[src/rtl/mmt_pkg.sv]
package mmt_pkg;

  typedef enum logic [1:0] {
    MODE_OFF  = 2'b00,
    MODE_PWM  = 2'b01,
    MODE_CAPT = 2'b10,
    MODE_EVT  = 2'b11
  } mmt_mode_e;

  // read map
  localparam logic [4:0] ADR_CAP_L = 5'h00;
  localparam logic [4:0] ADR_CAP_H = 5'h01;
  localparam logic [4:0] ADR_LO_L  = 5'h02;
  localparam logic [4:0] ADR_LO_H  = 5'h03;
  localparam logic [4:0] ADR_HI_L  = 5'h04;
  localparam logic [4:0] ADR_HI_H  = 5'h05;
  localparam logic [4:0] ADR_MODE  = 5'h06;
  localparam logic [4:0] ADR_STAT  = 5'h07;
  // write map
  localparam logic [4:0] ADR_CLR    = 5'h10;
  localparam logic [4:0] ADR_LO_L_W = 5'h12;
  localparam logic [4:0] ADR_LO_H_W = 5'h13;
  localparam logic [4:0] ADR_HI_L_W = 5'h14;
  localparam logic [4:0] ADR_HI_H_W = 5'h15;
  localparam logic [4:0] ADR_MODE_W = 5'h16;
  localparam logic [4:0] ADR_STAT_W = 5'h17;

  // bit positions
  localparam int MB_EDGE   = 6;
  localparam int MB_PS_LSB = 2;
  localparam int SB_CMP_IE = 2;
  localparam int SB_LOEND  = 4;
  localparam int SB_CAP_IE = 5;
  localparam int SB_CAP1   = 6;
  localparam int SB_CAP2   = 7;

endpackage

[src/rtl/mmt_edge_det.sv]
module mmt_edge_det #(
  parameter int STAGES = 2
) (
  input  logic clk,
  input  logic rst,
  input  logic din,
  input  logic rise_sel,
  output logic hit
);
  logic [STAGES:0] sh_q;

  always_ff @(posedge clk) begin
    if (rst) sh_q <= '0;
    else     sh_q <= {sh_q[STAGES-1:0], din};
  end

  logic now_v, old_v;
  always_comb begin
    now_v = sh_q[STAGES-1];
    old_v = sh_q[STAGES];
    hit   = rise_sel ? (now_v & ~old_v) : (~now_v & old_v);
  end
endmodule

[src/rtl/mmt_prescaler.sv]
module mmt_prescaler #(
  parameter int PS_W = 3
) (
  input  logic            clk,
  input  logic            rst,
  input  logic            run,
  input  logic            clr,
  input  logic [PS_W-1:0] sel,
  output logic            tick
);
  localparam int DIV_W = (1 << PS_W) - 1;

  logic [DIV_W-1:0] div_q;
  logic [DIV_W-1:0] mask;

  always_comb begin
    mask = ~({DIV_W{1'b1}} << sel);
    tick = run & ((div_q & mask) == mask);
  end

  always_ff @(posedge clk) begin
    if (rst || clr) div_q <= '0;
    else if (run)   div_q <= div_q + 1'b1;
  end
endmodule

[src/rtl/mmt_phase_counter.sv]
module mmt_phase_counter #(
  parameter int CNT_W = 16
) (
  input  logic             clk,
  input  logic             rst,
  input  logic             clr,
  input  logic             tick,
  input  logic             phased,
  input  logic [CNT_W-1:0] hi_len,
  input  logic [CNT_W-1:0] lo_len,
  output logic [CNT_W-1:0] cnt,
  output logic             phase_hi,
  output logic             low_end
);
  logic [CNT_W-1:0] cnt_q;
  logic             ph_q;
  logic [CNT_W-1:0] lim;
  logic [CNT_W:0]   nxt;
  logic             done;

  always_comb begin
    lim     = ph_q ? hi_len : lo_len;
    nxt     = {1'b0, cnt_q} + 1'b1;
    done    = (nxt >= {1'b0, lim});
    low_end = tick & phased & ~ph_q & done & ~clr;
  end

  always_ff @(posedge clk) begin
    if (rst || clr) begin
      cnt_q <= '0;
      ph_q  <= 1'b1;
    end else if (tick) begin
      if (phased && done) begin
        cnt_q <= '0;
        ph_q  <= ~ph_q;
      end else begin
        cnt_q <= nxt[CNT_W-1:0];
      end
    end
  end

  assign cnt      = cnt_q;
  assign phase_hi = ph_q;
endmodule

[src/rtl/mmt_timer16.sv]
module mmt_timer16
  import mmt_pkg::*;
#(
  parameter int DATA_W      = 8,
  parameter int ADDR_W      = 5,
  parameter int PS_W        = 3,
  parameter int SYNC_STAGES = 2
) (
  input  logic              clk,
  input  logic              rst,
  input  logic [ADDR_W-1:0] bus_addr,
  input  logic              bus_wr,
  input  logic [DATA_W-1:0] bus_wdata,
  output logic [DATA_W-1:0] bus_rdata,
  input  logic              cap1_in,
  input  logic              cap2_in,
  input  logic              evt_in,
  output logic              pwm_out,
  output logic              irq
);
  localparam int CNT_W = 2 * DATA_W;
  localparam int N_IN  = 3;

  logic [DATA_W-1:0] ctl_a_q, ctl_a_d, ctl_b_q, rdata_q, rd_mux;
  logic [CNT_W-1:0]  hi_q, lo_q, cap_q, cnt_q;
  logic              pwm_q, irq_q;
  mmt_mode_e         mode;

  always_comb mode = mmt_mode_e'(ctl_b_q[1:0]);

  // address decode
  logic wr_clr, wr_hi, wr_lo, wr_mode, wr_stat;
  always_comb begin
    wr_clr  = bus_wr && (bus_addr == ADDR_W'(ADR_CLR));
    wr_lo   = bus_wr && (bus_addr == ADDR_W'(ADR_LO_L_W) || bus_addr == ADDR_W'(ADR_LO_H_W));
    wr_hi   = bus_wr && (bus_addr == ADDR_W'(ADR_HI_L_W) || bus_addr == ADDR_W'(ADR_HI_H_W));
    wr_mode = bus_wr && (bus_addr == ADDR_W'(ADR_MODE_W));
    wr_stat = bus_wr && (bus_addr == ADDR_W'(ADR_STAT_W));
  end

  // input conditioning: 0 = cap1, 1 = cap2, 2 = event
  logic [N_IN-1:0] raw_in, hit;
  always_comb raw_in = {evt_in, cap2_in, cap1_in};

  generate
    for (genvar g = 0; g < N_IN; g++) begin : g_edge
      mmt_edge_det #(.STAGES(SYNC_STAGES)) u_det (
        .clk      (clk),
        .rst      (rst),
        .din      (raw_in[g]),
        .rise_sel (ctl_b_q[MB_EDGE]),
        .hit      (hit[g])
      );
    end
  endgenerate

  // tick source
  logic ps_run, ps_tick, tick, phased, phase_hi, low_end;
  logic cap1_evt, cap2_evt;
  always_comb begin
    ps_run   = (mode == MODE_PWM) || (mode == MODE_CAPT);
    phased   = (mode == MODE_PWM) || (mode == MODE_EVT);
    tick     = (mode == MODE_EVT) ? hit[2] : ps_tick;
    cap1_evt = (mode == MODE_CAPT) && hit[0];
    cap2_evt = (mode == MODE_CAPT) && hit[1];
  end

  mmt_prescaler #(.PS_W(PS_W)) u_pre (
    .clk  (clk),
    .rst  (rst),
    .run  (ps_run),
    .clr  (wr_clr),
    .sel  (ctl_b_q[MB_PS_LSB +: PS_W]),
    .tick (ps_tick)
  );

  mmt_phase_counter #(.CNT_W(CNT_W)) u_cnt (
    .clk      (clk),
    .rst      (rst),
    .clr      (wr_clr),
    .tick     (tick),
    .phased   (phased),
    .hi_len   (hi_q),
    .lo_len   (lo_q),
    .cnt      (cnt_q),
    .phase_hi (phase_hi),
    .low_end  (low_end)
  );

  // compare / capture registers
  always_ff @(posedge clk) begin
    if (rst) begin
      hi_q  <= '0;
      lo_q  <= '0;
      cap_q <= '0;
    end else begin
      if (wr_hi) begin
        if (bus_addr[0]) hi_q[CNT_W-1:DATA_W] <= bus_wdata;
        else             hi_q[DATA_W-1:0]     <= bus_wdata;
      end
      if (cap2_evt) lo_q <= cnt_q;
      else if (wr_lo) begin
        if (bus_addr[0]) lo_q[CNT_W-1:DATA_W] <= bus_wdata;
        else             lo_q[DATA_W-1:0]     <= bus_wdata;
      end
      if (cap1_evt) cap_q <= cnt_q;
    end
  end

  // status / enable register
  always_comb begin
    ctl_a_d = ctl_a_q;
    if (wr_stat)  ctl_a_d = bus_wdata;
    if (low_end)  ctl_a_d[SB_LOEND] = 1'b1;
    if (cap1_evt) ctl_a_d[SB_CAP1]  = 1'b1;
    if (cap2_evt) ctl_a_d[SB_CAP2]  = 1'b1;
  end

  always_ff @(posedge clk) begin
    if (rst) begin
      ctl_a_q <= '0;
      ctl_b_q <= '0;
    end else begin
      ctl_a_q <= ctl_a_d;
      if (wr_mode) ctl_b_q <= bus_wdata;
    end
  end

  // read port
  always_comb begin
    case (bus_addr)
      ADDR_W'(ADR_CAP_L): rd_mux = cap_q[DATA_W-1:0];
      ADDR_W'(ADR_CAP_H): rd_mux = cap_q[CNT_W-1:DATA_W];
      ADDR_W'(ADR_LO_L):  rd_mux = lo_q[DATA_W-1:0];
      ADDR_W'(ADR_LO_H):  rd_mux = lo_q[CNT_W-1:DATA_W];
      ADDR_W'(ADR_HI_L):  rd_mux = hi_q[DATA_W-1:0];
      ADDR_W'(ADR_HI_H):  rd_mux = hi_q[CNT_W-1:DATA_W];
      ADDR_W'(ADR_MODE):  rd_mux = ctl_b_q;
      ADDR_W'(ADR_STAT):  rd_mux = ctl_a_q;
      default:            rd_mux = '0;
    endcase
  end

  // registered outputs
  always_ff @(posedge clk) begin
    if (rst) begin
      rdata_q <= '0;
      pwm_q   <= 1'b0;
      irq_q   <= 1'b0;
    end else begin
      rdata_q <= rd_mux;
      pwm_q   <= phase_hi & phased;
      irq_q   <= (ctl_a_q[SB_CMP_IE] & ctl_a_q[SB_LOEND]) |
                 (ctl_a_q[SB_CAP_IE] & (ctl_a_q[SB_CAP1] | ctl_a_q[SB_CAP2]));
    end
  end

  assign bus_rdata = rdata_q;
  assign pwm_out   = pwm_q;
  assign irq       = irq_q;
endmodule

[config.mk]
export PLATFORM = sky130hd
export DESIGN_NAME = mmt_timer16
export DESIGN_NICKNAME = d
export VERILOG_FILES = /design/src/rtl/mmt_pkg.sv /design/src/rtl/mmt_edge_det.sv /design/src/rtl/mmt_prescaler.sv /design/src/rtl/mmt_phase_counter.sv /design/src/rtl/mmt_timer16.sv
export SDC_FILE = /design/constraint.sdc
export NUM_CORES = 1
export LEC_CHECK = 0
export ABC_AREA = 1
export BUFFER_PORTS_ARGS = -buffer_cell sky130_fd_sc_hd__clkbuf_2
export CAP_MARGIN = 20
export CORE_ASPECT_RATIO = 0.8
export CORE_UTILIZATION = 50
export DETAILED_ROUTE_END_ITERATION = 10
export PLACE_DENSITY = 0.67
export SLEW_MARGIN = 40
export SYNTH_ARGS = -nofsm -noshare
export SYNTH_HDL_FRONTEND = slang
export SYNTH_SLANG_ARGS = --single-unit
[constraint.sdc]
create_clock -name clk -period 5.4 [get_ports clk]
set_input_delay 1.08 -clock clk [delete_from_list [all_inputs] [get_ports clk]]
set_output_delay 1.08 -clock clk [all_outputs]
set_load 0.005 [all_outputs]
==> metrics.cfg <==
[sta]
period_share_pct = 56.6
fin_crit_ns = 3.06
relSlewSlack_pct = 48.6
fin_setup_tns_ns = 0
fmaxAchievable_mhz = 327
hold_viol_final = 0
rsz0062_at_grt = false
maxSlewViolCount = 0
setup_viol = 0
tightest_slew_ns = 0.767
finClkSkew_ns = 0.00620

[synth]
ys_seq_elements = 107
synth_cells = 780
yosysSeqAreaShare_pct = 39.5
syn_avg_cell_area_sq_um = 6.95
syn_area_sq_mm = 0.00542
yosysTopAreaCellShare_pct = 39.5
synth_top_cell_by_area = dfxtp_1
ys.warnings.count = 0
syn_nets = 820
ys_top_cells_by_area = dfxtp_1, nand2_1, inv_1
yosysUniqueCellTypes = 33

[critical_path]
critPathSlowestCell = clkinv_1
crit_chain = clkbuf_2 -> clkinv_1 -> nand2_1 -> inv_1 -> nand2_4 -> nor2_1
crit_fanout = 30
critical_path.max_stage_delay_ns = 0.73
crit_required_ns = 5.64
start_kind = input port
worstSetupPathType = in -> reg
worstPathArrival_ns = 3.30
timing.critical_path.to_type = register

[cells_and_area]
drive_above_1_share_pct = 8.96
nFillCells = 1025
final_core_utilization_pct = 57.3
final_nets = 839
area_delta_synth_final_pct = 9.88
stdcell_count = 944
num_antenna_cells = 0

[die]
coreArea_sq_mm = 0.0104
die_h_um = 95.1
start_util_pct = 52.1
die_w_um = 118
ioPinCount = 29
die-area_sq_mm = 0.0113
fp-row-count = 33

[clocking]
cts_setup_buffers = 0
cts_inserted_buffers = 9
cts_tree = done
clock-root-buffer = clkbuf_16
insertion_delay_ns = 0.35
clk_pin_slew_worst_paths_ns = 0.07
cts_hold_buffers = 0
clock_path_buffers = 2
cts_max_level = 3
cts_sinks = 107
postCtsResizedCells = 0

[placement]
io_buffers = 28
place_inst = 928
dp_hpwl_um = 11300
place_congestion = 0.867

[global_route]
antenna_found_initial = 0
grt_pass1_wl_um = 23700
first_global_vias = 4688
grt_overflow_total = 0
grt_max_degree = 36
gr-usage-all-layers_pct = 27.6

[route]
dr_total_vias = 5123
drc_errors = 0
drt_first_pass_iters = 6
viasPerCell = 5.43
final_antenna_net_count = 0
wl_per_cell_um = 15.6
wl_um = 14800
dr.first_iter.drc_count = 351

[power_and_ir_drop]
power_uw = 1590
power_density_mw_per_mm2 = 266
ir_drop_v = 0.000186
power.leakage_uw = 0.00269

[run]
drv_cap = 0

[outcome]
status = finished clean

[min_path]
min_path_type = reg -> reg

[state kept, by name, summed over array words and instances (netlist names), 8 cells and up]
register	count
cap_q	16
bus_rdata	8
ctl_a_q	8
g_edge.u_det.sh_q	9
lo_q	16
hi_q	16
ctl_b_q	8
u_cnt.cnt	16
[synth_stat cells]
| cell type | count |
|---|---|
| buf_2 | 3 |
| o31ai_1 | 1 |
| o2111a_1 | 1 |
| o211ai_1 | 2 |
| xnor2_1 | 1 |
| o21ai_0 | 95 |
| nand3_1 | 14 |
| nand2_2 | 3 |
| a21boi_0 | 1 |
| clkbuf_1 | 17 |
| nand3_4 | 2 |
| a21oi_1 | 59 |
| xor2_1 | 15 |
| nand4_1 | 6 |
| nor3_1 | 8 |
| nand2_1 | 158 |
| nor4_1 | 3 |
| nor2_2 | 15 |
| nor2_1 | 67 |
| ha_1 | 21 |
| o221ai_1 | 6 |
| clkinv_1 | 2 |
| o22ai_1 | 25 |
| buf_6 | 2 |
| inv_1 | 133 |
| o2111ai_1 | 4 |
| buf_1 | 1 |
| dfxtp_1 | 107 |
| a21o_1 | 1 |
| o21ai_1 | 3 |
| nand2_4 | 1 |
| nand3_2 | 1 |
| inv_2 | 2 |
[worst max-delay path: cells and delay by family]
kind | cells | cell delay [ns]
buffers and inverters | 3 | 1.27
AND/OR/NAND/NOR | 3 | 0.92
[cell type report]
cell class	instances	area [sq um]	share of cell area (%)
clock inverters	3	18.8	0.315
multi-input cells	513	2670	44.7
clock buffers	13	280	4.70
inverters	137	514	8.63
repair buffers	31	163	2.73
well taps	140	175	2.94
flip-flops and latches	107	2140	36.0
[cells in the final DEF, fill, tap and decap left out]
cell type	instances
a21boi_0	1
clkinv_1	2
buf_4	3
o2111a_1	1
nand3_4	2
clkbuf_16	9
nand2_2	3
o31ai_1	1
o211ai_1	2
nand2_4	1
inv_6	1
nor2_2	15
o2111ai_1	4
xnor2_1	1
nand3_1	14
a21oi_1	58
nor3_1	8
inv_2	2
inv_1	133
dfxtp_1	107
nand3_2	1
xor2_1	15
nand4_1	6
o22ai_1	25
a21oi_2	1
ha_1	21
o221ai_1	6
nor2_1	67
o21ai_1	3
clkbuf_8	4
nor4_1	3
a21o_1	1
clkinv_2	2
nand2_1	158
clkbuf_2	28
o21ai_0	95
[through the flow]
step | instance area, sq um | worst slack [ns] | hold WS (ns)
2_1_floorplan | 5420 | 2.90 | 0.388
3_3_place_gp | 5660 | 2.09 | 0.394
3_5_place_dp | 5660 | 2.02 | 0.405
4_1_cts | 5950 | 2.37 | 0.415
5_1_grt | 5960 | 2.05 | 0.433
6_report | 5960 | 2.34 | 0.414
[layer usage]
layer | routed length, um | vias to the layer above | global-route usage, %
met1 | 6950 | 2378 | 36.6
met2 | 6590 | 164 | 44.7
met4 | 325 | 0 | 9.39
li1 | - | 2553 | -
met5 | 0 | - | 0
met3 | 906 | 28 | 5.98
[worst paths after layout]
check                                                   startpoint  cells past startpoint                                  to  slack, ns
worst max register to register           u_cnt.cnt[0]$_SDFFE_PP0P_                     20           u_cnt.cnt[3]$_SDFFE_PP0P_       2.40
worst min-delay path            g_edge[2].u_det.sh_q[0]$_SDFF_PP0_                      2  g_edge[2].u_det.sh_q[1]$_SDFF_PP0_       0.41
worst max-delay path                                           rst                      6           u_cnt.cnt[3]$_SDFFE_PP0P_       2.34
worst min register to register  g_edge[2].u_det.sh_q[0]$_SDFF_PP0_                      2  g_edge[2].u_det.sh_q[1]$_SDFF_PP0_       0.41
[kinds of logic after synthesis]
logic type | count (synthesis) | share of synthesized area [%]
compound gates | 198 | 19.9
xor+xnor | 16 | 2.58
fa+ha+maj | 21 | 4.85
buf+inv | 160 | 11.4
flops | 107 | 39.5
simple gates | 278 | 21.8
[where the power goes]
group	internal [uW]	switching, uW
logic	37.5	82.5
registers	799	8.40
clock network	364	294
total	1200	385
Note: power is estimated with default switching activity, not from simulation.
